==> config.mk <==
export PLATFORM = sky130hd
export DESIGN_NAME = i2c_addr_slave
export DESIGN_NICKNAME = d
export VERILOG_FILES = /design/src/rtl/i2cs_pkg.sv /design/src/rtl/i2cs_sync_edge.sv /design/src/rtl/i2cs_bit_engine.sv /design/src/rtl/i2cs_ctrl.sv /design/src/rtl/i2c_addr_slave.sv
export SDC_FILE = /design/constraint.sdc
export NUM_CORES = 1
export LEC_CHECK = 0
export BUFFER_PORTS_ARGS = -buffer_cell sky130_fd_sc_hd__buf_2
export CORE_MARGIN = 3
export CORE_UTILIZATION = 55
export DETAILED_ROUTE_END_ITERATION = 10
export PLACE_DENSITY = 0.78
export SLEW_MARGIN = 10
export SYNTH_ARGS = -nofsm -noshare
export SYNTH_HDL_FRONTEND = slang
export SYNTH_SLANG_ARGS = --single-unit
==> constraint.sdc <==
create_clock -name clk -period 6.11 [get_ports clk]
set_clock_uncertainty 0.1 [all_clocks]
set_input_delay 1.5275 -clock clk [delete_from_list [all_inputs] [get_ports clk]]
set_output_delay 1.5275 -clock clk [all_outputs]
set_load 0.03 [all_outputs]
==> src/rtl/i2cs_pkg.sv <==
package i2cs_pkg;

  localparam int BYTE_W = 8;

  typedef enum logic [1:0] {
    PH_IDLE    = 2'd0,
    PH_ADDR    = 2'd1,
    PH_ADDR_LO = 2'd2,
    PH_DATA    = 2'd3
  } phase_e;

  // 7-bit address: upper seven bits equal, write direction only
  function automatic logic addr7_hit(input logic [BYTE_W-1:0] sh,
                                     input logic [BYTE_W-1:0] ref_a);
    return (sh[BYTE_W-1:1] == ref_a[BYTE_W-1:1]) && !sh[0];
  endfunction

  // 10-bit first byte: 11110 prefix, upper seven bits equal, write direction
  function automatic logic addr10_hi_hit(input logic [BYTE_W-1:0] sh,
                                         input logic [BYTE_W-1:0] ref_a);
    return (sh[BYTE_W-1:BYTE_W-5] == 5'b11110) &&
           (sh[BYTE_W-1:1] == ref_a[BYTE_W-1:1]) && !sh[0];
  endfunction

  // 10-bit second byte: full byte compare
  function automatic logic addr10_lo_hit(input logic [BYTE_W-1:0] sh,
                                         input logic [BYTE_W-1:0] ref_a);
    return sh == ref_a;
  endfunction

  function automatic phase_e phase_after_ack(input phase_e ph, input logic ten);
    case (ph)
      PH_ADDR:    return ten ? PH_ADDR_LO : PH_DATA;
      PH_ADDR_LO: return PH_DATA;
      default:    return PH_DATA;
    endcase
  endfunction

endpackage

==> src/rtl/i2cs_sync_edge.sv <==
module i2cs_sync_edge #(
  parameter int LINES  = 2,
  parameter int STAGES = 2
) (
  input  logic             clk,
  input  logic             rst_n,
  input  logic [LINES-1:0] raw,
  output logic [LINES-1:0] lvl,
  output logic [LINES-1:0] rise,
  output logic [LINES-1:0] fall
);

  for (genvar g = 0; g < LINES; g++) begin : g_line
    logic [STAGES-1:0] chain;
    logic              prev;

    always_ff @(posedge clk or negedge rst_n) begin
      if (!rst_n) begin
        chain <= '1;
        prev  <= 1'b1;
      end else begin
        chain <= {chain[STAGES-2:0], raw[g]};
        prev  <= chain[STAGES-1];
      end
    end

    assign lvl[g]  = chain[STAGES-1];
    assign rise[g] = chain[STAGES-1] & ~prev;
    assign fall[g] = ~chain[STAGES-1] & prev;
  end

endmodule

==> src/rtl/i2cs_bit_engine.sv <==
module i2cs_bit_engine
  import i2cs_pkg::*;
#(
  parameter int W     = BYTE_W,
  localparam int CNT_W = $clog2(W + 2)
) (
  input  logic             clk,
  input  logic             rst_n,
  input  logic             run,
  input  logic             start,
  input  logic             scl_rise,
  input  logic             scl_fall,
  input  logic             sda_lvl,
  output logic [W-1:0]     shreg,
  output logic [CNT_W-1:0] bit_cnt,
  output logic             byte_done,
  output logic             ack_end
);

  localparam logic [CNT_W-1:0] LAST_BIT = CNT_W'(W);
  localparam logic [CNT_W-1:0] ACK_SLOT = CNT_W'(W + 1);

  always_ff @(posedge clk or negedge rst_n) begin
    if (!rst_n) begin
      bit_cnt <= '0;
      shreg   <= '0;
    end else if (start || !run) begin
      bit_cnt <= '0;
    end else if (scl_rise && bit_cnt < ACK_SLOT) begin
      if (bit_cnt < LAST_BIT) shreg <= {shreg[W-2:0], sda_lvl};
      bit_cnt <= bit_cnt + 1'b1;
    end else if (scl_fall && bit_cnt == ACK_SLOT) begin
      bit_cnt <= '0;
    end
  end

  // falling edge that closes the eighth and the ninth pulse
  assign byte_done = run && !start && scl_fall && (bit_cnt == LAST_BIT);
  assign ack_end   = run && !start && scl_fall && (bit_cnt == ACK_SLOT);

  AST_CNT_BOUND: assert property (@(posedge clk) disable iff (!rst_n)
    bit_cnt <= ACK_SLOT);
  AST_SHIFT_ON_RISE: assert property (@(posedge clk) disable iff (!rst_n)
    !scl_rise |=> $stable(shreg));

endmodule

==> src/rtl/i2cs_ctrl.sv <==
module i2cs_ctrl
  import i2cs_pkg::*;
#(
  parameter int W = BYTE_W
) (
  input  logic         clk,
  input  logic         rst_n,
  input  logic         start,
  input  logic         stop,
  input  logic         byte_done,
  input  logic         ack_end,
  input  logic [W-1:0] shreg,
  input  logic         ten_bit_mode,
  input  logic         ss_irq_en,
  input  logic         host_rd,
  input  logic         host_wr_addr,
  input  logic [W-1:0] host_wdata,
  input  logic         host_clr_ovf,
  input  logic         host_clr_irq,
  output phase_e       phase,
  output logic [W-1:0] rx_buf,
  output logic         buf_full,
  output logic         overflow,
  output logic         irq,
  output logic         upd_flag,
  output logic         sda_pull
);

  logic [W-1:0] addr_reg;
  logic         irq_pend;
  logic         upd_pend;
  phase_e       nxt_ph;
  logic         hit;
  logic         busy;
  logic         accept;

  always_comb begin
    case (phase)
      PH_ADDR:    hit = ten_bit_mode ? addr10_hi_hit(shreg, addr_reg)
                                     : addr7_hit(shreg, addr_reg);
      PH_ADDR_LO: hit = addr10_lo_hit(shreg, addr_reg);
      PH_DATA:    hit = 1'b1;
      default:    hit = 1'b0;
    endcase
  end

  assign busy   = buf_full | overflow;
  assign accept = hit & ~busy;

  always_ff @(posedge clk or negedge rst_n) begin
    if (!rst_n) begin
      phase    <= PH_IDLE;
      nxt_ph   <= PH_IDLE;
      addr_reg <= '0;
      rx_buf   <= '0;
      buf_full <= 1'b0;
      overflow <= 1'b0;
      irq      <= 1'b0;
      irq_pend <= 1'b0;
      upd_pend <= 1'b0;
      upd_flag <= 1'b0;
      sda_pull <= 1'b0;
    end else begin
      if (host_wr_addr) begin
        addr_reg <= host_wdata;
        upd_flag <= 1'b0;
      end
      if (host_rd)      buf_full <= 1'b0;
      if (host_clr_ovf) overflow <= 1'b0;
      if (host_clr_irq) irq      <= 1'b0;

      if (start || stop) begin
        phase    <= start ? PH_ADDR : PH_IDLE;
        sda_pull <= 1'b0;
        irq_pend <= 1'b0;
        upd_pend <= 1'b0;
        if (ss_irq_en) irq <= 1'b1;
      end else if (byte_done) begin
        if (!hit) begin
          phase <= PH_IDLE;
        end else if (busy) begin
          overflow <= 1'b1;
          irq_pend <= 1'b1;
          upd_pend <= 1'b0;
          nxt_ph   <= (phase == PH_DATA) ? PH_DATA : PH_IDLE;
        end else begin
          rx_buf   <= shreg;
          buf_full <= 1'b1;
          sda_pull <= 1'b1;
          irq_pend <= 1'b1;
          upd_pend <= ten_bit_mode && (phase != PH_DATA);
          nxt_ph   <= phase_after_ack(phase, ten_bit_mode);
        end
      end else if (ack_end) begin
        sda_pull <= 1'b0;
        if (irq_pend) irq      <= 1'b1;
        if (upd_pend) upd_flag <= 1'b1;
        irq_pend <= 1'b0;
        upd_pend <= 1'b0;
        phase    <= nxt_ph;
      end
    end
  end

  AST_NACK_WHEN_BUSY: assert property (@(posedge clk) disable iff (!rst_n)
    byte_done && busy |=> !sda_pull);
  AST_ACCEPT_LOADS: assert property (@(posedge clk) disable iff (!rst_n)
    byte_done && accept |=> buf_full && sda_pull && rx_buf == $past(shreg));
  AST_OVF_STICKY: assert property (@(posedge clk) disable iff (!rst_n)
    overflow && !host_clr_ovf |=> overflow);
  AST_UPD_RELEASE: assert property (@(posedge clk) disable iff (!rst_n)
    $fell(upd_flag) |-> $past(host_wr_addr));
  AST_IRQ_AT_ACK_END: assert property (@(posedge clk) disable iff (!rst_n)
    ack_end && irq_pend |=> irq);

endmodule

==> src/rtl/i2c_addr_slave.sv <==
module i2c_addr_slave
  import i2cs_pkg::*;
#(
  parameter int SYNC_STAGES = 2
) (
  input  logic              clk,
  input  logic              rst_n,
  input  logic              scl_in,
  input  logic              sda_in,
  output logic              scl_pull,
  output logic              sda_pull,
  input  logic              ten_bit_mode,
  input  logic              ss_irq_en,
  input  logic              host_rd,
  input  logic              host_wr_addr,
  input  logic [BYTE_W-1:0] host_wdata,
  input  logic              host_clr_ovf,
  input  logic              host_clr_irq,
  output logic [BYTE_W-1:0] rx_data,
  output logic              buf_full,
  output logic              overflow,
  output logic              irq,
  output logic              addr_update
);

  localparam int CNT_W = $clog2(BYTE_W + 2);

  logic [1:0]        s_lvl, s_rise, s_fall;
  logic              scl_lvl, sda_lvl;
  logic              ev_start, ev_stop;
  logic              ev_byte_done, ev_ack_end;
  logic [BYTE_W-1:0] shreg;
  logic [CNT_W-1:0]  bit_cnt;
  phase_e            phase;
  logic              upd_flag;

  i2cs_sync_edge #(.LINES(2), .STAGES(SYNC_STAGES)) u_sync (
    .clk  (clk),
    .rst_n(rst_n),
    .raw  ({sda_in, scl_in}),
    .lvl  (s_lvl),
    .rise (s_rise),
    .fall (s_fall)
  );

  assign scl_lvl  = s_lvl[0];
  assign sda_lvl  = s_lvl[1];
  assign ev_start = s_fall[1] & scl_lvl & ~s_fall[0];
  assign ev_stop  = s_rise[1] & scl_lvl & ~s_fall[0];

  i2cs_bit_engine #(.W(BYTE_W)) u_bits (
    .clk      (clk),
    .rst_n    (rst_n),
    .run      (phase != PH_IDLE),
    .start    (ev_start),
    .scl_rise (s_rise[0]),
    .scl_fall (s_fall[0]),
    .sda_lvl  (sda_lvl),
    .shreg    (shreg),
    .bit_cnt  (bit_cnt),
    .byte_done(ev_byte_done),
    .ack_end  (ev_ack_end)
  );

  i2cs_ctrl #(.W(BYTE_W)) u_ctrl (
    .clk         (clk),
    .rst_n       (rst_n),
    .start       (ev_start),
    .stop        (ev_stop),
    .byte_done   (ev_byte_done),
    .ack_end     (ev_ack_end),
    .shreg       (shreg),
    .ten_bit_mode(ten_bit_mode),
    .ss_irq_en   (ss_irq_en),
    .host_rd     (host_rd),
    .host_wr_addr(host_wr_addr),
    .host_wdata  (host_wdata),
    .host_clr_ovf(host_clr_ovf),
    .host_clr_irq(host_clr_irq),
    .phase       (phase),
    .rx_buf      (rx_data),
    .buf_full    (buf_full),
    .overflow    (overflow),
    .irq         (irq),
    .upd_flag    (upd_flag),
    .sda_pull    (sda_pull)
  );

  assign scl_pull    = upd_flag;
  assign addr_update = upd_flag;

  AST_SDA_PULL_SLOT: assert property (@(posedge clk) disable iff (!rst_n)
    sda_pull |-> bit_cnt >= CNT_W'(BYTE_W));
  AST_SCL_PULL_LOW_ONLY: assert property (@(posedge clk) disable iff (!rst_n)
    $rose(scl_pull) |-> !scl_lvl);
  AST_IDLE_QUIET: assert property (@(posedge clk) disable iff (!rst_n)
    phase == PH_IDLE && !ev_start |=> !sda_pull);

endmodule

### Yosys cells after proc, flatten, opt, wreduce, memory -nomap -nowiden

Cells that the tools add are included.

| cells by class | value |
|---|---|
| $add $sub $neg | 1 |
| order comparisons | 2 |
| reductions and logical operators | 24 |
| bitwise gates (word level) | 17 |
| mux-type cells | 47 |
| equality and inequality tests | 12 |

Operators with widths:

| operator | count |
|---|---|
| two-way mux 1 bit | 36 |
| two-way mux 2 bit | 7 |
| two-way mux 4 bit | 3 |
| logical AND 1 bit | 10 |
| AND reduction 3 bit | 3 |
| AND 1 bit | 8 |
| == test 4 bit, second input constant | 2 |
| == test 8 bit | 1 |
| less-than comparator 4 bit, second input constant | 2 |
| inverter 1 bit | 8 |
| == test 7 bit | 1 |
| inequality test 3 bit, second input constant | 2 |
| nonzero test 3 bit | 2 |
| == test 5 bit, second input constant | 1 |
| adder 4 x 1 -> 4 bit, second input constant | 1 |
| == test 2 bit, second input constant | 2 |
| AND reduction 2 bit | 2 |
| AND reduction 4 bit | 1 |
| logical NOT 1 bit | 3 |
| inequality test 3 x 1 -> 1 bit, second input constant | 1 |
| case mux 1 bit (3 select lines) | 1 |
| == test 2 x 1 -> 1 bit, second input constant | 1 |
| logical OR 1 bit | 2 |
| inequality test 2 bit, second input constant | 1 |
| other kinds (2) | 2 |

| storage, ports and cells | value |
|---|---|
| output and inout bits | 14 |
| bits in registers | 45 |
| input bits | 18 |
| logic and storage cells | 120 |

### Longest topological paths before layout

Gate-level depths: netlist (run 1).

| depth | value |
|---|---|
| word-level depth | 11 |
| mapped depth | 7 |
| mapped depth without buffers | 7 |

### Cells and area by module

A second synthesis (run 1) with hierarchy kept.

| second synthesis, totals | value |
|---|---|
| cell total of the unflattened synthesis | 168 |
| area total of the unflattened synthesis | 2,097.0 µm² |

Modules (own cells, without submodules):

| module | times used | area each (µm²) | cells an instance | seq. area each (µm²) |
|---|---|---|---|---|
| i2cs_ctrl | 1 | 1,242.4 | 101 | 675.6 |
| i2cs_bit_engine | 1 | 615.6 | 51 | 300.3 |
| i2cs_sync_edge | 1 | 207.7 | 12 | 157.7 |
| i2c_addr_slave | 1 | 31.3 | 4 | 0.0 |

### Least setup slack after synthesis (run 1)

OpenSTA, ideal clock, no wires.

| path | value |
|---|---|
| path type | in2reg |
| start point | input ten_bit_mode |
| end point | register u_ctrl.rx_buf[2] |
| buffers on the path | 1 |
| slack | 3.177 ns |
| required time | 5.885 ns |
| setup time | 0.125 ns |
| data arrival time | 2.708 ns |
| stages on the path | 5 |
| path through | o32a_1 -> a211oi_2 -> o211ai_2 -> buf_6 -> mux2_4 |

| on the way | value |
|---|---|
| cells in the longest elaborated chain, start to end | 3 |

Ends and longest elaborated chain:

| element | line | RTL |
|---|---|---|
| from (decl) | i2c_addr_slave.sv:12 | `input logic ten_bit_mode,` |
| two-way mux 1 bit | i2cs_ctrl.sv:39 | `PH_ADDR: hit = ten_bit_mode ? addr10_hi_hit(shreg, addr_reg)` |
| case mux 1 bit (3 select lines) | i2cs_ctrl.sv:38 | `case (phase)` |
| AND reduction 4 bit (no line) | -- |  |
| to (signal assigned) | i2cs_ctrl.sv:87 | `rx_buf <= shreg;` |
| to (decl) | i2cs_ctrl.sv:21 | `output logic [W-1:0] rx_buf,` |

Every way passes these cells.
A chain may end at the register's enable or synchronous reset.

### Final worst setup path (run 1)

Same ends and word-level chain as after synthesis.

==> flow_summary.yaml, run 1 <==
outcome:
  status: "finished, final reports clean"
pwr:
  pwr-share-comb: 0.154
  internal_power_uw: 481.0
  p_leak_nw: 1.043
  p_sw_frac: 0.2728
  peakVddDrop_mv: 0.1549
  switching_power_uw: 180.4
  p_per_area_nw_per_um2: 286.2
  p_seq_frac: 0.567
  p_clk_frac: 0.280
cts:
  cts_buffers: 5
  hold_buffers: 0
  path_clk_slew_ns: 0.07
  tritoncts: "built"
  cts_setup_buffers: 0
  insertion_delay_ns: 0.30
  clock_path_buffers: 2
  cts-root-buf: "clkbuf_8"
  postCtsResizedCells: 0
  cts.htree.levels: 2
  cts_sinks: 45
route:
  postRouteAntennaNets: 0
  top_layer: "met4"
  dr.pass1.iters: 4
  vias: 1343
  routed_via_density: 5.550
  routed_wl_um: 3723
  wl_met3_um: 228
  first_iter_violations: 69
  drc: 0
  avgRoutedWirePerCell_um: 15.38
  route.met2.wl_um: 1730
  m1WireLength_um: 1741
synthesis:
  synth_edf_count: 0
  synthArstFlopShare: 1.000
  syn_inst: 162
  avgSynthCellArea_sq_um: 12.61
  ys_warn_count: 0
  syn_area_sq_um: 2043
  seq_area_frac_synth: 0.5548
  syn_nets: 183
  ys_types: 43
  synth_ff_type: "dfrtp_1"
  synth-seq-cells: 45
worst_setup_path:
  r2r-start: "u_bits.bit_cnt[0]"
  crit_required_ns: 6.19
  path_class: "input port to flop"
  critPathTopFamily: "compound AO/OA/AOI/OAI gates"
  worst_r2r_endpoint: "u_ctrl.rx_buf[2]"
  crit_end: "u_ctrl.rx_buf[2]"
  crit_path_end_kind: "flop"
  path_cells: "buf_2 -> o32a_1 -> a211oi_2 -> o211ai_2 -> mux2_4"
  r2r_slack_ns: 3.79
  critical-path-slowest-cell: "mux2_4"
  critical-path-max-stage-delay_ns: 0.41
  path_buf_inv: 1
  startpoint: "ten_bit_mode"
  cp.arrival_ns: 3.04
  crit_fanout: 13
  crit_path_start_kind: "input port"
  path_depth: 5
  r2r_cells: 6
sta:
  fin_crit_ns: 2.959
  maxSlewHeadroom: 0.3728
  finalSetupTns_ns: 0
  worst_slack_ns: 3.151
  fmax_mhz: 337.9
  tightest_slew_ns: 0.9408
  final_max_slew_viol_count: 0
  min_period_over_period: 0.4843
  setup_viol: 0
  rsz0062_at_grt: "no"
  final-hold-violation-count: 0
finish:
  fin_area_sq_um: 2311
  nets: 216
  area_delta_synth_final_pct: 13.10
  n_antenna_cell: 0
  fillCellCount: 278
  drive_gt1_frac: 0.3776
worst_hold_path:
  hp-class: "flop to flop"
  hold_start: "u_sync.g_line[1].chain[0]"
  holdPathStages: 0
job:
  maxCapViolations: 0
placed_design:
  io_buffers: 31
  hpwlAfterDp_um: 2704
  gp_congestion: 0.8229
  dp_slack_ns: 2.850
  place_area_sq_um: 2221
floorplanning:
  initial_core_util: 0.5891
  dieWidth_um: 66.95
  die-area_sq_um: 4482
  core_area_sq_um: 3468
  dieHeight_um: 66.95
  ios: 32
  rows: 21
global_routing:
  grt_pass1_vias: 1346
  antenna_found_initial: 0
  grt_pass1_wl_um: 6237
  grt_usage: 0.1874
  grt_max_degree: 46
  overflow: 0
-- layout make-up --
cell class                      instances  area (sq um)  share of cell area
Clock buffer                            8         90.09             0.03898
Inverter                                7         26.28             0.01137
Multi-Input combinational cell        105         848.3              0.3671
Sequential cell                        45          1134              0.4905
Tap cell                               46         57.56             0.02491
Timing Repair Buffer                   31         155.1             0.06714
-- power groups by stage --
stage / clock network, mW / registers, mW / logic, mW
2_1_floorplan: 0 / 0.366 / 0.0810
3_3_place_gp: 0 / 0.376 / 0.0979
3_5_place_dp: 0 / 0.381 / 0.102
4_1_cts: 0.189 / 0.374 / 0.102
5_1_grt: 0.200 / 0.381 / 0.114
6_report: 0.185 / 0.375 / 0.102
-- per-stage QoR --
step	instances	utilization	hold slack (ns)	power, mW
floorplan	162	-	0.2452	0.4471
global placement	234	0.6403	0.2456	0.4744
detailed placement	234	0.6403	0.2468	0.4822
CTS	242	0.6663	0.2578	0.6656
global route	242	0.6663	0.2622	0.6946
finish	242	0.6663	0.2560	0.6615
-- metal layers --
metal | vias to the layer above | GRT usage
met1 | 651 | 0.2522
li1 | 639 | -
met3 | 2 | 0.05734
met5 | - | 0
met4 | 0 | 0.04557
met2 | 51 | 0.2958
-- cells by family after synthesis --
family / synth area share
muxes: 0.1415
and+or+nand+nor: 0.1157
AOI/OAI and AO/OA: 0.09247
buffers and inverters: 0.03000
xor gates and xnor gates: 0.04716
DFF: 0.5548
adders and majority gates: 0.01837
-- worst min-delay path by stage --
stage,end,slack (ns)
floorplan,u_sync.g_line[0].chain[1],0.25
global placement,u_sync.g_line[1].chain[1],0.25
detailed placement,u_sync.g_line[0].chain[1],0.25
CTS,u_sync.g_line[0].chain[1],0.26
global route,u_sync.g_line[0].chain[1],0.26
finish,u_sync.g_line[1].chain[1],0.26
-- placed cells by master, fill, tap and decap left out, types with 3 or more instances in the layout --
cell type and count:
nand2_1 7, inv_1 6, or3_1 3, mux2_2 19
ha_1 3, nor2_1 6, clkbuf_8 6, xnor2_1 9
nor3_1 3, mux2_4 5, a21oi_1 3, dfrtp_1 39
dfstp_2 6, nand2b_1 5, o21ai_0 11, buf_2 31
-- synth_stat cells (2+ instances only) --
cell,number,area [sq um]
dfrtp_1,39,975.9
mux2_2,19,214.0
o21ai_0,11,55.05
xnor2_1,9,78.83
nand2_1,7,26.28
dfstp_2,6,157.7
inv_1,6,22.52
nor2_1,6,22.52
mux2_4,5,75.07
nand2b_1,5,31.28
a21oi_1,3,15.01
ha_1,3,37.54
nor3_1,3,15.01
or3_1,3,18.77
and2_1,2,12.51
buf_4,2,15.01
nand3_1,2,10.01
nand3b_1,2,15.01
nand4_1,2,12.51
nor2b_1,2,12.51
nor4_1,2,12.51
xor2_1,2,17.52
-- worst register-to-register path, cell delays in order (launching register included) --
cell and delay (ns):
dfrtp_1 0.42, inv_1 0.12, ha_1 0.15, nand2b_1 0.12
nor4_4 0.45, o211ai_2 0.44, mux2_4 0.41
No activity file was read; power rests on OpenSTA's default activity.
==> run 2: changes to the inputs <==
clock period = 3.1 ns   (was 6.11 ns; I/O delays follow)
==> run 2 against run 1 <==
Sequential cell count is the same. First-iteration DRC count up 10%. Clock power is 83% higher. Worst setup slack got worse by 2.4 ns. Critical endpoint unchanged.
==> flow_summary.yaml, run 2 (synthesis gave the netlist of run 1 again) <==
outcome:
  status: "finished, final reports clean"
worst_setup_path:
  r2r_cells: 6
  crit_path_start_kind: "flop"
  r2r_slack_ns: 0.80
  critical-path-max-stage-delay_ns: 0.44
  path_cells: "inv_1 -> ha_1 -> nand2b_1 -> nor4_4 -> o211ai_2 -> mux2_4"
  crit_required_ns: 3.18
  crit_fanout: 13
  critPathTopFamily: "simple AND/OR/NAND/NOR gates"
  critical-path-slowest-cell: "nor4_4"
  worst_r2r_endpoint: "u_ctrl.rx_buf[2]"
  path_class: "flop to flop"
  r2r-start: "u_bits.bit_cnt[0]"
  crit_path_end_kind: "flop"
  path_buf_inv: 1
  cp.arrival_ns: 2.38
route:
  routed_via_density: 5.632
  dr.pass1.iters: 4
  routed_wl_um: 3761
  avgRoutedWirePerCell_um: 15.54
  postRouteAntennaNets: 0
  vias: 1363
  first_iter_violations: 76
  drc: 0
sta:
  rsz0062_at_grt: "no"
  fmax_mhz: 434.2
  final_max_slew_viol_count: 0
  setup_viol: 0
  final-hold-violation-count: 0
  holdWs_ns: 0.2568
  min_period_over_period: 0.7429
  finalSetupTns_ns: 0
  fin_crit_ns: 2.303
  maxSlewHeadroom: 0.3633
  tightest_slew_ns: 0.9551
pwr:
  p_leak_nw: 1.036
  power_mw: 1.279
  p_clk_frac: 0.265
  internal_power_uw: 925.7
  switching_power_uw: 353.6
  p_per_area_nw_per_um2: 555.1
  pwr-share-comb: 0.158
  p_sw_frac: 0.2764
  p_seq_frac: 0.577
  peakVddDrop_mv: 0.3259
global_routing:
  grt_pass1_vias: 1375
  grt_pass1_wl_um: 6403
  busiest_layer: "met2"
  antenna_found_initial: 0
  grtUsageMet1: 0.2508
  met2_usage: 0.3131
  grt_usage: 0.1923
  grt_use_met3: 0.04047
  overflow: 0
  grt_max_degree: 46
cts:
  cts.htree.levels: 2
  cts-root-buf: "clkbuf_8"
  postCtsResizedCells: 0
  insertion_delay_ns: 0.29
  tritoncts: "built"
  clock_path_buffers: 2
  cts_buffers: 5
  path_clk_slew_ns: 0.08
  cts_sinks: 45
  cts_setup_buffers: 0
  hold_buffers: 0
finish:
  area_delta_synth_final_pct: 12.80
  fin_area_sq_um: 2305
  fin_util: 0.6645
  nets: 216
  fillCellCount: 273
  drive_gt1_frac: 0.3776
  final_cell_mix: "dfrtp_1, buf_2, mux2_2"
  n_antenna_cell: 0
  layout_commonest_cell: "dfrtp_1"
floorplanning:
  ios: 32
  core_area_sq_um: 3468
  initial_core_util: 0.5891
  rows: 21
  dieWidth_um: 66.95
  dieHeight_um: 66.95
  die-area_sq_um: 4482
worst_hold_path:
  holdPathStages: 0
  hold_start: "u_sync.g_line[0].chain[0]"
  hp-class: "flop to flop"
  min_to: "u_sync.g_line[0].chain[1]"
placed_design:
  gp_congestion: 0.8174
  hpwlAfterDp_um: 2726
  io_buffers: 31
  place_area_sq_um: 2221
job:
  maxCapViolations: 0
run 2: layout make-up:
cell class              count  area [sq um]  area share
multi-input cells         105         848.3      0.3681
clock inverters             1         7.507    0.003257
well taps                  46         57.56     0.02497
repair buffers             31         155.1     0.06732
inverters                   7         26.28     0.01140
flip-flops and latches     45          1134      0.4919
clock buffers               7         76.32     0.03312
run 2: per-stage QoR:
step,worst slack (ns),cells
finish,0.7969,242
global route,0.6348,242
CTS,0.7892,242
detailed placement,0.5468,234
global placement,0.6656,234
floorplan,0.9197,162
run 2: power groups by stage:
stage	clock, mW	sequential (mW)	combinational (mW)
floorplan	0	0.722	0.160
global placement	0	0.742	0.193
detailed placement	0	0.751	0.202
CTS	0.350	0.739	0.203
global route	0.369	0.751	0.224
finish	0.339	0.739	0.202
run 2: routing by layer:
metal | routed length (um) | share of wire
met1 | 1688 | 0.45
met2 | 1809 | 0.48
met3 | 220 | 0.058
met4 | 43 | 0.011
met5 | 0 | 0
run 2: worst max-delay path by stage:
stage,cells past startpoint,end,slack (ns),start
2_1_floorplan,5,u_ctrl.rx_buf[2],0.92,ten_bit_mode
3_3_place_gp,5,u_ctrl.rx_buf[3],0.67,ten_bit_mode
3_5_place_dp,5,u_ctrl.rx_buf[3],0.55,ten_bit_mode
4_1_cts,6,u_ctrl.rx_buf[2],0.79,u_bits.bit_cnt[0]
5_1_grt,6,u_ctrl.rx_buf[2],0.63,u_bits.bit_cnt[0]
6_report,6,u_ctrl.rx_buf[2],0.80,u_bits.bit_cnt[0]
